[src/rtl/ppm_pkg.sv]
package ppm_pkg;
  typedef enum logic [1:0] {
    ST_IDLE = 2'd0,
    ST_PRE  = 2'd1,
    ST_DATA = 2'd2,
    ST_FIN  = 2'd3
  } ppm_state_e;
endpackage

[src/rtl/ppm_bit_packer.sv]
module ppm_bit_packer #(
  parameter int PW = 3,
  parameter int LW = 2
) (
  input  logic          clk,
  input  logic          rst,
  input  logic          en,
  input  logic          clr,
  input  logic [LW-1:0] np_log2,
  input  logic          bit_valid,
  input  logic          bit_data,
  input  logic          take,
  output logic          ready,
  output logic          full,
  output logic          sym_neg,
  output logic [PW-1:0] sym_pos
);
  localparam int SW = PW + 1;
  localparam int FW = $clog2(SW + 1);

  logic [SW-1:0] sh_q;
  logic [FW-1:0] fill_q;
  logic [FW-1:0] group;
  logic [PW-1:0] mask;

  assign group   = FW'(np_log2) + FW'(1);
  assign full    = (fill_q == group);
  assign ready   = en && !full;
  assign mask    = ~({PW{1'b1}} << np_log2);
  assign sym_pos = sh_q[PW-1:0] & mask;
  assign sym_neg = sh_q[np_log2];

  always_ff @(posedge clk) begin
    if (rst || clr) begin
      sh_q   <= '0;
      fill_q <= '0;
    end else if (take) begin
      sh_q   <= '0;
      fill_q <= '0;
    end else if (bit_valid && ready) begin
      sh_q   <= {sh_q[SW-2:0], bit_data};
      fill_q <= fill_q + FW'(1);
    end
  end

  // a symbol is only consumed once its group is complete
  a_r6_take_only_full: assert property (@(posedge clk) disable iff (rst)
    take |-> full);
  // the group never grows past 1+log2(Np) bits
  a_r3_fill_bound: assert property (@(posedge clk) disable iff (rst)
    (bit_valid && ready) |=> (fill_q <= group) || $past(clr));
endmodule

[src/rtl/ppm_train_ram.sv]
module ppm_train_ram #(
  parameter int AW = 4,
  parameter int DW = 4
) (
  input  logic          clk,
  input  logic          we,
  input  logic [AW-1:0] waddr,
  input  logic [DW-1:0] wdata,
  input  logic [AW-1:0] raddr,
  output logic [DW-1:0] rdata
);
  localparam int DEPTH = 1 << AW;

  logic [DW-1:0] mem [DEPTH];

  always_ff @(posedge clk) begin
    if (we) mem[waddr] <= wdata;
    rdata <= mem[raddr];
  end
endmodule

[src/rtl/ppm_slot_timer.sv]
module ppm_slot_timer #(
  parameter int CW = 16,
  parameter int TW = 19
) (
  input  logic          clk,
  input  logic          rst,
  input  logic          run,
  input  logic          hold,
  input  logic [CW-1:0] prp,
  input  logic          arm,
  input  logic [TW-1:0] target,
  output logic          at_zero,
  output logic          at_last,
  output logic          fire
);
  logic [CW-1:0] cnt_q;
  logic [TW-1:0] tgt_q;
  logic          live_q;
  logic          fire_q;
  logic          hit;

  assign at_zero = (cnt_q == '0);
  assign at_last = (cnt_q == prp - CW'(1));
  assign hit     = live_q && (TW'(cnt_q) == tgt_q);
  assign fire    = fire_q;

  always_ff @(posedge clk) begin
    if (rst || !run) begin
      cnt_q  <= '0;
      tgt_q  <= '0;
      live_q <= 1'b0;
      fire_q <= 1'b0;
    end else begin
      if (!hold) cnt_q <= at_last ? '0 : cnt_q + CW'(1);
      fire_q <= (arm && (target == '0)) || hit;
      if (arm) begin
        tgt_q  <= target;
        live_q <= (target != '0);
      end else if (hit) begin
        live_q <= 1'b0;
      end
    end
  end

  // slots are issued only on a period boundary
  a_r4_arm_on_boundary: assert property (@(posedge clk) disable iff (rst)
    arm |-> (cnt_q == '0));
  // the previous slot has fired before the next one is armed
  a_r5_fire_before_rearm: assert property (@(posedge clk) disable iff (rst)
    arm |-> !live_q);
endmodule

[src/rtl/ppm_pulse_mapper.sv]
module ppm_pulse_mapper #(
  parameter int NP_MAX    = 8,
  parameter int CNT_W     = 16,
  parameter int TBL_DEPTH = 16,
  parameter int LEN_W     = 12
) (
  input  logic                         clk,
  input  logic                         rst,
  input  logic [CNT_W-1:0]             cfg_prp,
  input  logic [CNT_W-1:0]             cfg_spacing,
  input  logic [$clog2($clog2(NP_MAX)+1)-1:0] cfg_np_log2,
  input  logic [$clog2(TBL_DEPTH):0]   cfg_pre_len,
  input  logic [LEN_W-1:0]             cfg_body_len,
  input  logic                         cfg_data_hop,
  input  logic                         start_req,
  output logic                         start_ack,
  input  logic                         tbl_we,
  input  logic [$clog2(TBL_DEPTH)-1:0] tbl_addr,
  input  logic [$clog2(NP_MAX):0]      tbl_wdata,
  input  logic                         bit_valid,
  input  logic                         bit_data,
  output logic                         bit_ready,
  output logic                         slot_stb,
  output logic [$clog2(NP_MAX)-1:0]    slot_pos,
  output logic                         slot_neg,
  output logic                         slot_preamble,
  output logic                         fire_stb,
  output logic                         frame_done
);
  import ppm_pkg::*;

  localparam int PW = $clog2(NP_MAX);
  localparam int LW = $clog2(PW + 1);
  localparam int AW = $clog2(TBL_DEPTH);
  localparam int TW = CNT_W + PW;

  ppm_state_e     state_q;
  logic [CNT_W-1:0] prp_q, sp_q;
  logic [LW-1:0]  nl_q;
  logic [AW:0]    pre_q, pre_idx_q;
  logic [LEN_W-1:0] body_q, dat_idx_q;
  logic           hop_q;
  logic [AW-1:0]  rd_addr_q;
  logic [PW:0]    tbl_q;

  logic           at_zero, at_last, tm_fire;
  logic           pk_full, pk_neg;
  logic [PW-1:0]  pk_pos;
  logic           pre_emit, dat_emit, arm, hold, run, accept;
  logic [PW-1:0]  mask, tbl_hop, sel_pos;
  logic           sel_neg;
  logic [TW-1:0]  target;

  assign run      = (state_q != ST_IDLE);
  assign accept   = (state_q == ST_IDLE) && start_req;
  assign pre_emit = (state_q == ST_PRE) && at_zero;
  assign dat_emit = (state_q == ST_DATA) && at_zero && pk_full;
  assign hold     = (state_q == ST_DATA) && at_zero && !pk_full;
  assign arm      = pre_emit || dat_emit;
  assign mask     = ~({PW{1'b1}} << nl_q);
  assign tbl_hop  = tbl_q[PW-1:0];

  always_comb begin
    if (pre_emit) begin
      sel_pos = tbl_hop & mask;
      sel_neg = tbl_q[PW];
    end else begin
      sel_pos = cfg_hop_sum(hop_q, pk_pos, tbl_hop, mask);
      sel_neg = pk_neg;
    end
  end

  function automatic logic [PW-1:0] cfg_hop_sum(input logic en, input logic [PW-1:0] p,
                                                input logic [PW-1:0] h, input logic [PW-1:0] m);
    return en ? ((p + h) & m) : p;
  endfunction

  assign target = TW'(sel_pos) * TW'(sp_q);

  ppm_train_ram #(.AW(AW), .DW(PW + 1)) ram_i (
    .clk   (clk),
    .we    (tbl_we),
    .waddr (tbl_addr),
    .wdata (tbl_wdata),
    .raddr (rd_addr_q),
    .rdata (tbl_q)
  );

  ppm_bit_packer #(.PW(PW), .LW(LW)) packer_i (
    .clk       (clk),
    .rst       (rst),
    .en        ((state_q == ST_PRE) || (state_q == ST_DATA)),
    .clr       (accept),
    .np_log2   (nl_q),
    .bit_valid (bit_valid),
    .bit_data  (bit_data),
    .take      (dat_emit),
    .ready     (bit_ready),
    .full      (pk_full),
    .sym_neg   (pk_neg),
    .sym_pos   (pk_pos)
  );

  ppm_slot_timer #(.CW(CNT_W), .TW(TW)) timer_i (
    .clk     (clk),
    .rst     (rst),
    .run     (run),
    .hold    (hold),
    .prp     (prp_q),
    .arm     (arm),
    .target  (target),
    .at_zero (at_zero),
    .at_last (at_last),
    .fire    (tm_fire)
  );

  assign fire_stb = tm_fire;

  always_ff @(posedge clk) begin
    if (rst) begin
      state_q       <= ST_IDLE;
      prp_q         <= CNT_W'(2);
      sp_q          <= '0;
      nl_q          <= LW'(1);
      pre_q         <= '0;
      body_q        <= '0;
      hop_q         <= 1'b0;
      pre_idx_q     <= '0;
      dat_idx_q     <= '0;
      rd_addr_q     <= '0;
      start_ack     <= 1'b0;
      slot_stb      <= 1'b0;
      slot_pos      <= '0;
      slot_neg      <= 1'b0;
      slot_preamble <= 1'b0;
      frame_done    <= 1'b0;
    end else begin
      start_ack  <= 1'b0;
      slot_stb   <= 1'b0;
      frame_done <= 1'b0;
      if (arm) begin
        slot_stb      <= 1'b1;
        slot_pos      <= sel_pos;
        slot_neg      <= sel_neg;
        slot_preamble <= pre_emit;
      end
      unique case (state_q)
        ST_IDLE: begin
          rd_addr_q <= '0;
          if (start_req) begin
            start_ack <= 1'b1;
            prp_q     <= cfg_prp;
            sp_q      <= cfg_spacing;
            nl_q      <= cfg_np_log2;
            pre_q     <= cfg_pre_len;
            body_q    <= cfg_body_len;
            hop_q     <= cfg_data_hop;
            pre_idx_q <= '0;
            dat_idx_q <= '0;
            if (cfg_pre_len != '0)       state_q <= ST_PRE;
            else if (cfg_body_len != '0) state_q <= ST_DATA;
            else                         state_q <= ST_FIN;
          end
        end
        ST_PRE: begin
          if (at_zero) begin
            pre_idx_q <= pre_idx_q + (AW+1)'(1);
            if (pre_idx_q == pre_q - (AW+1)'(1)) begin
              rd_addr_q <= '0;
              state_q   <= (body_q != '0) ? ST_DATA : ST_FIN;
            end else begin
              rd_addr_q <= pre_idx_q[AW-1:0] + AW'(1);
            end
          end
        end
        ST_DATA: begin
          if (dat_emit) begin
            dat_idx_q <= dat_idx_q + LEN_W'(1);
            rd_addr_q <= AW'(dat_idx_q + LEN_W'(1));
            if (dat_idx_q == body_q - LEN_W'(1)) state_q <= ST_FIN;
          end
        end
        ST_FIN: begin
          rd_addr_q <= '0;
          if (at_last) begin
            state_q    <= ST_IDLE;
            frame_done <= 1'b1;
          end
        end
        default: state_q <= ST_IDLE;
      endcase
    end
  end

  // an acknowledge only ever answers a request seen while idle
  a_r1_ack_from_idle: assert property (@(posedge clk) disable iff (rst)
    start_ack |-> $past(state_q == ST_IDLE && start_req));
  // every emitted position lies below Np
  a_r10_pos_below_np: assert property (@(posedge clk) disable iff (rst)
    slot_stb |-> ((slot_pos >> nl_q) == '0));
  // no bit is accepted while idle
  a_r9_ready_low_idle: assert property (@(posedge clk) disable iff (rst)
    (state_q == ST_IDLE) |-> !bit_ready);
  // completion only follows the closing slot
  a_r8_done_after_fin: assert property (@(posedge clk) disable iff (rst)
    frame_done |-> $past(state_q == ST_FIN));
endmodule

[config.mk]
export PLATFORM = sky130hd
export DESIGN_NAME = ppm_pulse_mapper
export DESIGN_NICKNAME = d
export VERILOG_FILES = /design/src/rtl/ppm_pkg.sv /design/src/rtl/ppm_bit_packer.sv /design/src/rtl/ppm_train_ram.sv /design/src/rtl/ppm_slot_timer.sv /design/src/rtl/ppm_pulse_mapper.sv
export SDC_FILE = /design/constraint.sdc
export NUM_CORES = 1
export LEC_CHECK = 0
export BUFFER_PORTS_ARGS = -buffer_cell sky130_fd_sc_hd__buf_2
export CORE_UTILIZATION = 66
export CTS_CLUSTER_SIZE = 16
export DETAILED_ROUTE_END_ITERATION = 12
export PLACE_DENSITY = 0.86
export SYNTH_ARGS = -nofsm -noshare
export SYNTH_HDL_FRONTEND = slang
export SYNTH_HIERARCHICAL = 1
export SYNTH_SLANG_ARGS = --single-unit
[constraint.sdc]
create_clock -name clk -period 12.4 [get_ports clk]
set_input_delay 2.48 -clock clk [delete_from_list [all_inputs] [get_ports clk]]
set_output_delay 2.48 -clock clk [all_outputs]
set_load 0.01 [all_outputs]
# Yosys cells after proc, flatten, opt, wreduce, memory -nomap -nowiden

Memories as Yosys holds them, arrays and structs flattened. A register that Yosys moved wholly into a read port is not among the register bits.
Cells that the tools add are included.

RAM bits: 64
Flip-flop bits (word level): 127
Memories: 1
Bits of input ports: 66

$lt $le $gt $ge: 1
Muxes and demuxes: 33
Add/subtract/negate cells: 10
Reductions and logical operators: 36
Bitwise gates (word level): 6
Shift-type cells: 1
Multiply operators: 1
Equality and inequality tests: 14

Memory list:

| name      | words | width | rd ports | clocked after Yosys merged registers in | write ports | line                | RTL |
|---|---|---|---|---|---|---|---|
| ram_i.mem | 16    | 4     | 1        | 1                                       | 1           | ppm_train_ram.sv:14 | `logic [DW-1:0] mem [DEPTH];` |

Operator list:

| cell                                                                 | count |
|---|---|
| 12-bit two-way mux                                                   | 2 |
| 12-bit one-hot mux with 2 select lines                               | 1 |
| 12-bit nonzero test                                                  | 2 |
| 16-bit by 19-bit equality test with 1-bit output                     | 1 |
| 19-bit zero test                                                     | 1 |
| 3-bit by 16-bit multiplier with 19-bit output                        | 1 |
| 19-bit nonzero test                                                  | 1 |
| 16-bit by 1-bit adder with 16-bit output, second input constant      | 1 |
| 16-bit equality test                                                 | 1 |
| 16-bit zero test                                                     | 1 |
| 16-bit two-way mux                                                   | 1 |
| 16-bit by 1-bit subtractor with 16-bit output, second input constant | 1 |
| 2-bit two-way mux                                                    | 7 |
| 12-bit by 1-bit adder with 12-bit output, second input constant      | 1 |
| 12-bit equality test                                                 | 1 |
| 4-bit two-way mux                                                    | 3 |
| 4-bit one-hot mux with 3 select lines                                | 1 |
| 12-bit by 1-bit subtractor with 12-bit output, second input constant | 1 |
| 1-bit two-way mux                                                    | 11 |
| 5-bit two-way mux                                                    | 2 |
| 5-bit one-hot mux with 2 select lines                                | 1 |
| 3-bit AND                                                            | 3 |
| 1-bit logical AND                                                    | 9 |
| 2-bit one-hot mux with 4 select lines                                | 1 |
| 27 further kinds                                                     | 47 |

# Longest topological paths before layout

Gate-level depths: netlist of run 1.

Depth after elaboration: 11
Gate-level depth with buffers: 26
Depth with buffers taken out: 25

# By module

Netlist of run 1, hierarchy kept.

By module, submodules not included:

| module           | area an instance (um^2) | cells each | times used |
|---|---|---|---|
| ppm_pulse_mapper | 5,291.3                 | 704        | 1 |
| ppm_train_ram    | 2,666.3                 | 130        | 1 |
| ppm_slot_timer   | 2,587.5                 | 301        | 1 |
| ppm_bit_packer   | 451.7                   | 46         | 1 |

# Worst setup path after synthesis of run 1

No wires, ideal clock.

Path type: reg-to-reg
Start: register timer_i.cnt_q[0]
End: register timer_i.fire_q (netlist: timer_i/fire)
Period minus slack after synthesis: 5,179 ps
Required time: 12,335 ps
Data arrival time: 5,114 ps
Slack: 7,221 ps
Buffers on the path: 2
Stages on the path, launching flop included: 27
Path through: dfxtp_1 -> clkbuf_1 -> inv_1 -> ha_1 -> nor4b_1 -> and4_1 -> nand2_1 -> nand2_1 -> mux2_2 -> o21ai_1 -> a32o_1 -> clkbuf_1 -> nand2_1 -> fa_1 -> inv_1 -> fa_1 -> a21o_1 -> a21oi_1 -> o21ba_1 -> o21ai_1 -> a31oi_1 -> o21a_1 -> o311ai_1 -> nor4_1 -> nand3_1 -> o22ai_1 -> nor2b_1

Word-level cells in the longest chain between the ends: 7
Elaborated cells between the ends (all ways): 12

Ends and longest elaborated chain:

| what                                          | line                   | RTL |
|---|---|---|
| start, declared                               | ppm_slot_timer.sv:16   | `logic [CW-1:0] cnt_q;` |
| start signal, assigned                        | ppm_slot_timer.sv:34   | `if (!hold) cnt_q <= at_last ? '0 : cnt_q + CW'(1);` |
| 16-bit zero test                              | ppm_slot_timer.sv:22   | `assign at_zero = (cnt_q == '0);` |
| net at_zero                                   | ppm_pulse_mapper.sv:46 | `logic at_zero, at_last, tm_fire;` |
| 1-bit logical AND                             | ppm_pulse_mapper.sv:56 | `assign pre_emit = (state_q == ST_PRE) && at_zero;` |
| 3-bit two-way mux                             | ppm_pulse_mapper.sv:64 | `if (pre_emit) begin` |
| 3-bit by 16-bit multiplier with 19-bit output | ppm_pulse_mapper.sv:78 | `assign target = TW'(sel_pos) * TW'(sp_q);` |
| net target[16]                                | ppm_pulse_mapper.sv:52 | `logic [TW-1:0] target;` |
| 19-bit zero test                              | ppm_slot_timer.sv:35   | `fire_q <= (arm && (target == '0)) \|\| hit;` |
| 1-bit logical AND                             | ppm_slot_timer.sv:35   |  |
| 1-bit logical OR                              | ppm_slot_timer.sv:35   |  |
| end signal, assigned                          | ppm_slot_timer.sv:35   |  |
| end, declared                                 | ppm_slot_timer.sv:19   | `logic fire_q;` |

The timed path passes the listed nets, and every way through them passes these cells.
A chain may end at the register's enable or synchronous reset.

# Worst setup path after layout of run 1

Ends and elaborated chain as after synthesis.

==> run summary, run 1 <==
Pre-antenna DRT Iters: 5
Post-Synthesis Cells: 1181
DRC Markers: 0
Total CTS buffers: 17
Cell taking the most area after synthesis: dfxtp_1
Hold Path Class: flip-flop to flip-flop
Top_reg_cell synth: dfxtp_1
Num ports: 76
Final setup TNS: 0 ns
Crit end category: flip-flop
Design Area, Final: 0.01197 sq mm
CTS resizes: 0
WS Path Type: flip-flop to flip-flop
RSZ-0062 raised after global routing: no
Outcome: finished clean
CP Max Fanout: 17
Synth Register Bits: 195
H-tree level count: 4
Vias: 8690
Clk sinks: 195
Gr usage total: 29.77%
Mapped Area: 0.01100 sq mm
Syn Area/Cell: 9.311 sq um
Final WS setup: 6.301 ns
Die Ht: 131.1 um
Clk pin slew, worst setup/hold paths: 0.08 ns
Max Slew Vio Count: 0
Hold slack: 0.4752 ns
Yosys warning total: 6
Power Density: 162.7 mW/mm^2
Post-synth top cells: nand2_1, dfxtp_1, nor2_1, a21oi_1, edfxtp_1
MaxCap Viol Count: 0
RD Place Congestion: 0.8924
Worst path top cell family by delay: compound AO/OA/AOI/OAI gates
Vias in the first global route: 8355
CP cell instances: inv_1 > ha_1 > nor4b_1 > and4_1 > nand2_1 > o21ai_1 > and2_1 > fa_1 > ha_1 > fa_1 > a21o_1 > a21oi_1 > o21ba_1 > o21ai_1 > a31oi_1 > nor2_1 > o31a_1 > nor4_1 > nand3_1 > o22ai_1 > nor2b_1
Largest stage delay, worst path: 1.03 ns
Postcts setup bufs: 0
Core area: 0.01606 sq mm
HPWL after detailed placement: 17020 um
Number of diodes: 0
Largest net degree at the start of global routing: 79
Max Buffers Root-to-Sink: 2
Power Total: 1.948 mW
Post-synth top area share: 23.85%
WL final: 23930 um
Fmax: 0.1639 GHz
Post-Layout Cell Count: 1451
Die area: 0.01718 sq mm
Post-DP Area: 0.01134 sq mm
Utilization after layout: 74.57%
Remaining Overflow, GRT: 0
Placed cell count: 1419
Fin crit share: 49.19%
Root buffer cell: clkbuf_16
First-pass GRT wire length: 39420 um
Critical-path top delay cell: o21ai_1
P&R area growth vs syn: 8.886%
Buf+Inv Stages, Crit Path: 1
Post-route ant nets: 0
WP data arrival: 6.48 ns
Via-to-Cell Ratio: 5.989
Post-layout nets: 1339
Leak: 4.586 nW
TritonCTS clock tree: built
Post-synth EDFFs: 64
Final setup fails: 0
Cts hold-fix bufs: 0
Startpoint types: flip-flop
Avg WL per Cell: 16.49 um
IO buf count: 75
Final Critical Period: 6.099 ns
Initial antenna violation count: 0
Relative slew slack: 19.77%
Die W: 131.1 um
Net Count, Synth: 1298
1st-iter DRT viols: 600
Initial Util: 68.48%
Cell variety after synth: 89
Final Skew: 0.008701 ns
Pre-CTS WS: 6.468 ns
Register area share after synthesis: 41.32%
Row count: 46
CP required: 12.78 ns
Max IR drop VDD: 0.0001288 V
Skew-Pair Late Insertion Delay: 0.44 ns
Endpoints failing hold: 0
Actual slew at the worst max-slew pin: 1.195 ns
Share of cells above drive strength 1: 11.17%
Async set-reset flop share out of synthesis: 0%
Largest cells by area after synthesis: dfxtp_1, edfxtp_1, nand2_1
Count leader, synth: nand2_1
final timing paths:
check	startpoint	endpoint	slack, ns	cells after the start
worst max-delay path	timer_i/cnt_q[0]	timer_i/fire	6.30	21
worst min-delay path	packer_i/sh_q[3]	packer_i/sh_q[3]	0.48	2
worst max register to register	timer_i/cnt_q[0]	timer_i/fire	6.30	21
worst min register to register	packer_i/sh_q[3]	packer_i/sh_q[3]	0.48	2
cell families (layout without fill, tap and decap cells):
| family | count (synthesis) | after routing | synth area share (%) |
|---|---|---|---|
| AND/OR/NAND/NOR | 485 | 485 | 21.22 |
| flip-flops | 195 | 195 | 41.32 |
| AO/OA/AOI/OAI | 191 | 191 | 11.09 |
| buffers and inverters | 118 | 172 | 5.086 |
| XOR/XNOR | 95 | 95 | 7.771 |
| adder cells (fa/ha/maj) | 51 | 51 | 6.895 |
| multiplexers | 46 | 46 | 6.610 |
per-layer routing:
| layer | GRT usage [%] | up-vias | part of all wire, % |
|---|---|---|---|
| li1 | - | 4227 | - |
| met1 | 37.62 | 4151 | 43 |
| met2 | 50.82 | 263 | 50 |
| met3 | 5.114 | 49 | 4.8 |
| met4 | 12.10 | 0 | 2.4 |
| met5 | 0 | - | 0 |
sequential cells by signal (all words and copies together), names as in the netlist, 2 cells and up:
signal	cells
pre_q	5
sp_q	16
pre_idx_q	5
rd_addr_q	4
prp_q	16
ram_i/mem	64
packer_i/fill_q	3
nl_q	2
timer_i/cnt_q	16
dat_idx_q	12
slot_pos	3
state_q	2
ram_i/rdata	4
timer_i/tgt_q	19
body_q	12
packer_i/sh_q	4
placed cells by master, fill, tap and decap left out, types with 10 or more instances in the layout:
master       n
or3_1       10
ha_1        35
dfxtp_1    131
inv_1       59
clkbuf_16   17
o21ai_1     13
xor2_1      32
a21oi_1     85
nor4_1      20
edfxtp_1    64
nand3_1     32
o21ai_0     16
mux4_1      14
nor2_1      91
nand4_1     15
nor3_1      34
xnor2_1     61
buf_2       75
mux2i_1     28
nand2_1    191
fa_1        16
nand2b_1    15
nor2b_1     15
and2_1      16
tightest hold or removal path, cell delays in order, from the launching register on:
cell and delay, ns:
dfxtp_1 0.32, nand2_1 0.06, mux2i_1 0.06
report_power, final:
part           total, mW  switching [mW]  internal (mW)
sequential         0.806          0.0852          0.721
clock              0.570           0.289          0.281
combinational      0.572           0.338          0.234
area by class of cell:
type | count | area [sq um]
multi-input cells | 868 | 5896
fillers | 1112 | 4084
repair buffers | 79 | 405.4
well taps | 216 | 270.3
clock inverters | 15 | 203.9
clock buffers | 17 | 425.4
inverters | 61 | 229.0
flip-flops and latches | 195 | 4544
Note: power is estimated with default switching activity, not from simulation.
==> run 2: changes to the inputs <==
CORE_UTILIZATION = 55   (was 66)
PLACE_DENSITY = 0.77   (was 0.86)
clock period = 4.9 ns   (was 12.4 ns; I/O delays follow)
==> run 2 against run 1 <==
  * The flow now finishes with violations (setup timing)
  * Sequential share of layout area shrank 2.0 points
  * Sequential power grew to 2.5 times the previous value
  * Largest cell class unchanged
  * Total power grew to 2.6 times the previous value
  * Utilization shrank 9.9 points
  * Cell count grew 6.5%
  * Maximum frequency grew 23%
  * Die area grew 20%
  * Setup slack lost 6.4 ns
  * Worst hold slack lost 0.015 ns
  * Count of clock-buffer cells in the layout is the same
==> run summary, run 2 (synthesis results as in run 1) <==
Outcome: finished with violations
Violated checks: setup timing
DRC Markers: 0
Die Ht: 143.4 um
Internal power: 3.187 mW
Skew-Pair Late Insertion Delay: 0.44 ns
IO buf count: 75
Share of cells above drive strength 1: 18.05%
Flip-flop count of the largest register after layout: 64
Total CTS buffers: 17
Via-to-Cell Ratio: 5.708
Die W: 143.4 um
Hold Path Class: flip-flop to flip-flop
Final setup fails: 2
Largest register by flop count: ram_i/mem
Post-route ant nets: 0
R2R Setup Slk: -0.07 ns
Max Slew Vio Count: 0
WP data arrival: 5.35 ns
Startpoint types: flip-flop
Power Total: 4.980 mW
P&R area growth vs syn: 14.91%
Initial Util: 56.32%
Vias: 8825
Cts hold-fix bufs: 0
Root buffer cell: clkbuf_16
Gr usage total: 24.85%
Sequential Power Share: 40.6%
Largest net degree at the start of global routing: 54
Relative slew slack: 16.38%
CP Max Fanout: 16
Actual slew at the worst max-slew pin: 1.245 ns
RSZ-0062 raised after global routing: yes
Largest stage delay, worst path: 0.54 ns
Final Critical Period: 4.967 ns
Pre-antenna DRT Iters: 5
First-pass GRT wire length: 40300 um
Final Skew: 0.01066 ns
Leak: 4.812 nW
CP cell instances: inv_2 > ha_4 > nor2b_4 > ha_4 > fa_2 > nand3_1 > nand2_1 > a22o_1 > buf_6 > nand2_1 > fa_1 > inv_2 > ha_4 > nand3_4 > or4_1 > o211ai_1 > nor3_1 > o21ai_1 > nor2_1 > xnor2_1 > nor4_1 > nand3_1 > o22ai_1 > nor2b_1
Max Buffers Root-to-Sink: 2
Num ports: 76
Most frequent cells in the layout: nand2_1, dfxtp_1, nor2_1
CP most frequent cell: ha_4
Core area: 0.01953 sq mm
WS Path Type: flip-flop to flip-flop
Critical-path top delay cell: or4_1
CP required: 5.28 ns
Max IR drop VDD: 0.0003095 V
Fin crit share: 101.4%
Row count: 51
HPWL after detailed placement: 17800 um
Fmax: 0.2013 GHz
Vias in the first global route: 8474
Power Density: 394.1 mW/mm^2
Sw power: 1.793 mW
Crit end category: flip-flop
Utilization after layout: 64.71%
Die area: 0.02056 sq mm
Clk network pwr share: 28.1%
Combinational cell fraction of total power: 31.3%
TritonCTS clock tree: built
Clk sinks: 195
Avg WL per Cell: 16.32 um
Initial antenna violation count: 1
Clk pin slew, worst setup/hold paths: 0.08 ns
WL final: 25220 um
MaxCap Viol Count: 0
Endpoints failing hold: 0
Switch share: 36.00%
Regs by FF count: ram_i/mem x64, timer_i/tgt_q x19
Post-layout nets: 1384
1st-iter DRT viols: 502
RD Place Congestion: 0.9054
H-tree level count: 4
Final WS setup: -0.06671 ns
Commonest non-fill, non-tap cell in the layout: nand2_1
Remaining Overflow, GRT: 0
==> run 2: cell count changes in the layout (fill, tap and decap cells not counted), moves of 4 or more <==
cell / change
o21ai_2: +4
inv_1: -5
a21oi_1: -4
ha_4: +9
nand2_1: -6
a21oi_2: +4
inv_12: -4
nand2_2: +6
buf_4: +42
inv_2: +5
ha_1: -10
==> run 2: repair_timing <==
| action | CTS | global route |
|---|---|---|
| pin swaps | 9 | 39 |
| endpoints found under the setup margin | 2 | 4 |
| gates resized for setup | 11 | 43 |
| buffers inserted | 2 | 9 |
| gates cloned | 0 | 0 |
==> run 2: per-layer routing <==
layer,wire (um),global-route usage [%]
met4,574,9.406
met3,953,4.065
met1,10840,31.05
met2,12840,43.03
met5,11,0
==> run 2: critical path: cells and delay by family, from the launching register on <==
kind	cells	cell delay, ns
compound gates	4	0.73
simple gates	11	1.72
buf+inv	3	0.30
fa+ha+maj	5	1.62
xor+xnor	1	0.17
flops	1	0.32
==> run 2: through the flow <==
| stage | setup TNS (ns) | hold WS, ns | setup WS [ns] | std cells | area (sq um) |
|---|---|---|---|---|---|
| global route | -0.5023 | 0.4830 | -0.2711 | 1545 | 12630 |
| floorplan | 0 | 0.4316 | 0.02977 | 1181 | 11010 |
| detailed placement | -0.4000 | 0.4540 | -0.2292 | 1502 | 11670 |
| global placement | -0.0007714 | 0.4492 | -0.0007714 | 1502 | 11670 |
| CTS | 0 | 0.4626 | 0.004471 | 1536 | 12360 |
| finish | -0.07416 | 0.4597 | -0.06671 | 1546 | 12640 |
==> run 2: area by class of cell <==
| cell class | instances | area (sq um) |
|---|---|---|
| inverters | 61 | 229.0 |
| fillers | 1564 | 6890 |
| diodes | 1 | 2.502 |
| flip-flops and latches | 195 | 4547 |
| clock inverters | 15 | 197.7 |
| repair buffers | 124 | 754.5 |
| clock buffers | 17 | 425.4 |
| well taps | 265 | 331.6 |
| multi-input cells | 868 | 6148 |
==> run 2: power by group through the flow <==
| stage | clock network (mW) | logic [mW] | registers [mW] |
|---|---|---|---|
| 4_1_cts | 1.42 | 1.50 | 2.02 |
| 6_report | 1.40 | 1.56 | 2.02 |
| 2_1_floorplan | 0 | 1.17 | 1.99 |
| 3_3_place_gp | 0 | 1.45 | 2.05 |
| 5_1_grt | 1.49 | 1.73 | 2.05 |
| 3_5_place_dp | 0 | 1.48 | 2.05 |
==> run 2: path summary, 6_finish.rpt <==
path	from	end	depth (start not counted)
setup reg to reg	nl_q[1]	timer_i/fire	24
setup / recovery	nl_q[1]	timer_i/fire	24
hold / removal	packer_i/sh_q[3]	packer_i/sh_q[3]	2
hold reg to reg	packer_i/sh_q[3]	packer_i/sh_q[3]	2
==> run 3: changes to the inputs <==
RECOVER_POWER = 100   (was not set)
==> run 3 against run 2 <==
  * The flow finishes with violations (capacitance limit, slew limit, setup timing)
  * Cell count did not move
  * Register-to-register slack got worse by 0.04 ns
  * Routed wire length rose by 0.75%
  * Die area did not move
  * Clock skew rose by 0.00064 ns
  * Combinational power barely moved
  * Critical path type unchanged
  * Largest cell class unchanged
==> run summary, run 3 (synthesis results as in run 1) <==
Outcome: finished with violations
Violated checks: capacitance limit, slew limit, setup timing
HPWL after detailed placement: 17800 um
Initial antenna violation count: 1
Pre-antenna DRT Iters: 5
WL final: 25410 um
Largest register by flop count: ram_i/mem
Die area: 0.02056 sq mm
Initial Util: 56.32%
Pre-CTS WS: -0.2292 ns
Post-route ant nets: 0
Total CTS buffers: 17
Global routing usage on met3: 4.065%
Row count: 51
Gr usage total: 24.85%
Skew-Pair Late Insertion Delay: 0.45 ns
Clk pin slew, worst setup/hold paths: 0.08 ns
Final WS setup: -0.1087 ns
Most frequent cells in the layout: nand2_1, dfxtp_1, nor2_1
DRC Markers: 0
R2R Setup Slk: -0.11 ns
Cts hold-fix bufs: 0
Max Slew Vio Count: 114
Fin crit share: 102.2%
Startpoint types: flip-flop
Hold Crit Start: packer_i/sh_q[3]
Endpoints failing hold: 0
Flip-flop count of the largest register after layout: 64
Worst Hold Endpoint: packer_i/sh_q[3]
Actual slew at the worst max-slew pin: 2.553 ns
Final Skew: 0.01130 ns
M1 GR Usage: 31.05%
1st-iter DRT viols: 514
Hold Path Class: flip-flop to flip-flop
Critical-path top delay cell: or4_1
Worst r2r src: nl_q[1]
WP data arrival: 5.39 ns
P&R area growth vs syn: 14.35%
Leak: 4.731 nW
Commonest non-fill, non-tap cell in the layout: nand2_1
RSZ-0062 raised after global routing: yes
Fmax: 0.1997 GHz
First-pass GRT wire length: 40300 um
Num ports: 76
Final Critical Period: 5.009 ns
Avg WL per Cell: 16.44 um
Post-Layout Cell Count: 1546
Worst path top cell family by delay: simple AND/OR/NAND/NOR gates
Clk sinks: 195
Relative slew slack: -71.76%
Root buffer cell: clkbuf_16
Largest stage delay, worst path: 0.53 ns
Largest net degree at the start of global routing: 54
Cells on worst reg2reg path: 24
MaxCap Viol Count: 3
Max IR drop VDD: 0.0003107 V
Regs by FF count: ram_i/mem x64, timer_i/tgt_q x19
Via-to-Cell Ratio: 5.692
Final setup fails: 2
Buf+Inv Stages, Crit Path: 3
CP required: 5.28 ns
Post-layout nets: 1384
CP most frequent cell: ha_4
TritonCTS clock tree: built
Vias: 8800
Placed cell count: 1502
Power Density: 394.6 mW/mm^2
CP cell instances: inv_2 > ha_4 > nor2b_4 > ha_4 > fa_2 > nand3_1 > nand2_1 > a22o_1 > buf_6 > nand2_1 > fa_1 > inv_2 > ha_4 > a211oi_2 > or4_1 > o211ai_1 > nor3_1 > o21ai_1 > nor2_1 > xnor2_1 > nor4_1 > nand3_1 > o22ai_1 > nor2b_1
Core area: 0.01953 sq mm
CP Max Fanout: 16
H-tree level count: 4
R2r endpoint: timer_i/fire
IO buf count: 75
Hold Path Stages: 2
GRT busiest layer: met2
Final setup TNS: -0.1503 ns
WS Path Type: flip-flop to flip-flop
Share of cells above drive strength 1: 16.02%
FILL cells: 1577
Die Ht: 143.4 um
Die W: 143.4 um
M2 GR Usage: 43.03%
RD Place Congestion: 0.9054
Vias in the first global route: 8474
Remaining Overflow, GRT: 0
Max Buffers Root-to-Sink: 2
Crit end category: flip-flop
-- run 3: cell types whose count changed in the layout (fill, tap and decap cells not counted), sizes merged --
cell | previous run | this run
clkbuf | 17 | 38
buf | 124 | 103
-- run 3: repair_timing --
| action | 4_1_cts | 5_1_grt |
|---|---|---|
| gates cloned | 0 | 0 |
| endpoints found under the setup margin | 2 | 4 |
| buffers inserted | 2 | 9 |
| gates resized for setup | 11 | 43 |
| pin swaps | 9 | 39 |
-- run 3: cell type report --
class | count | area [sq um] | area share, %
antenna | 1 | 2.502 | 0.01990
clock buffer | 17 | 425.4 | 3.383
clock inverter | 15 | 197.7 | 1.572
inverter | 61 | 229.0 | 1.821
multi-input combinational | 868 | 6121 | 48.68
sequential | 195 | 4547 | 36.16
tap | 265 | 331.6 | 2.637
timing repair buffer | 124 | 720.7 | 5.731
-- run 3: routing by layer --
metal / wire [um] / share of wire, % / up-vias
li1: - / - / 4319
met1: 11160 / 44 / 4236
met2: 12810 / 50 / 192
met3: 871 / 3.4 / 51
met4: 561 / 2.2 / 2
met5: 11 / 0.043 / -
-- run 3: power by group --
part	internal [mW]	leakage, nW	switching (mW)
clock	0.697	0.296	0.708
combinational	0.650	2.79	0.883
sequential	1.83	1.65	0.198
total	3.17	4.73	1.79
-- run 3: worst register-to-register path, stage by stage (launching register included) --
cell      delay (ns)
dfxtp_2         0.33
inv_2           0.07
ha_4            0.14
nor2b_4         0.05
ha_4            0.15
fa_2            0.51
nand3_1         0.10
nand2_1         0.10
a22o_1          0.15
buf_6           0.18
nand2_1         0.09
fa_1            0.52
inv_2           0.07
ha_4            0.29
a211oi_2        0.09
or4_1           0.53
o211ai_1        0.20
nor3_1          0.09
o21ai_1         0.27
nor2_1          0.10
xnor2_1         0.17
nor4_1          0.33
nand3_1         0.14
o22ai_1         0.14
nor2b_1         0.15
-- run 3: worst max-delay path by stage --
stage	cells after the start	to	from
2_1_floorplan	26	timer_i/fire	timer_i/cnt_q[0]
3_3_place_gp	25	timer_i/fire	nl_q[0]
3_5_place_dp	25	timer_i/fire	nl_q[0]
4_1_cts	25	timer_i/fire	nl_q[0]
5_1_grt	24	timer_i/fire	nl_q[1]
6_report	24	timer_i/fire	nl_q[1]
-- run 3: per-stage QoR --
| stage | power [mW] | util (%) | instance area, sq um | hold slack, ns |
|---|---|---|---|---|
| after detailed placement | 3.531 | 59.77 | 11670 | 0.4540 |
| after floorplan | 3.156 | - | 11010 | 0.4316 |
| after global placement | 3.493 | 59.77 | 11670 | 0.4492 |
| after global routing | 5.240 | 64.39 | 12570 | 0.4830 |
| final | 4.962 | 64.40 | 12570 | 0.4599 |
| after CTS | 4.939 | 63.29 | 12360 | 0.4626 |
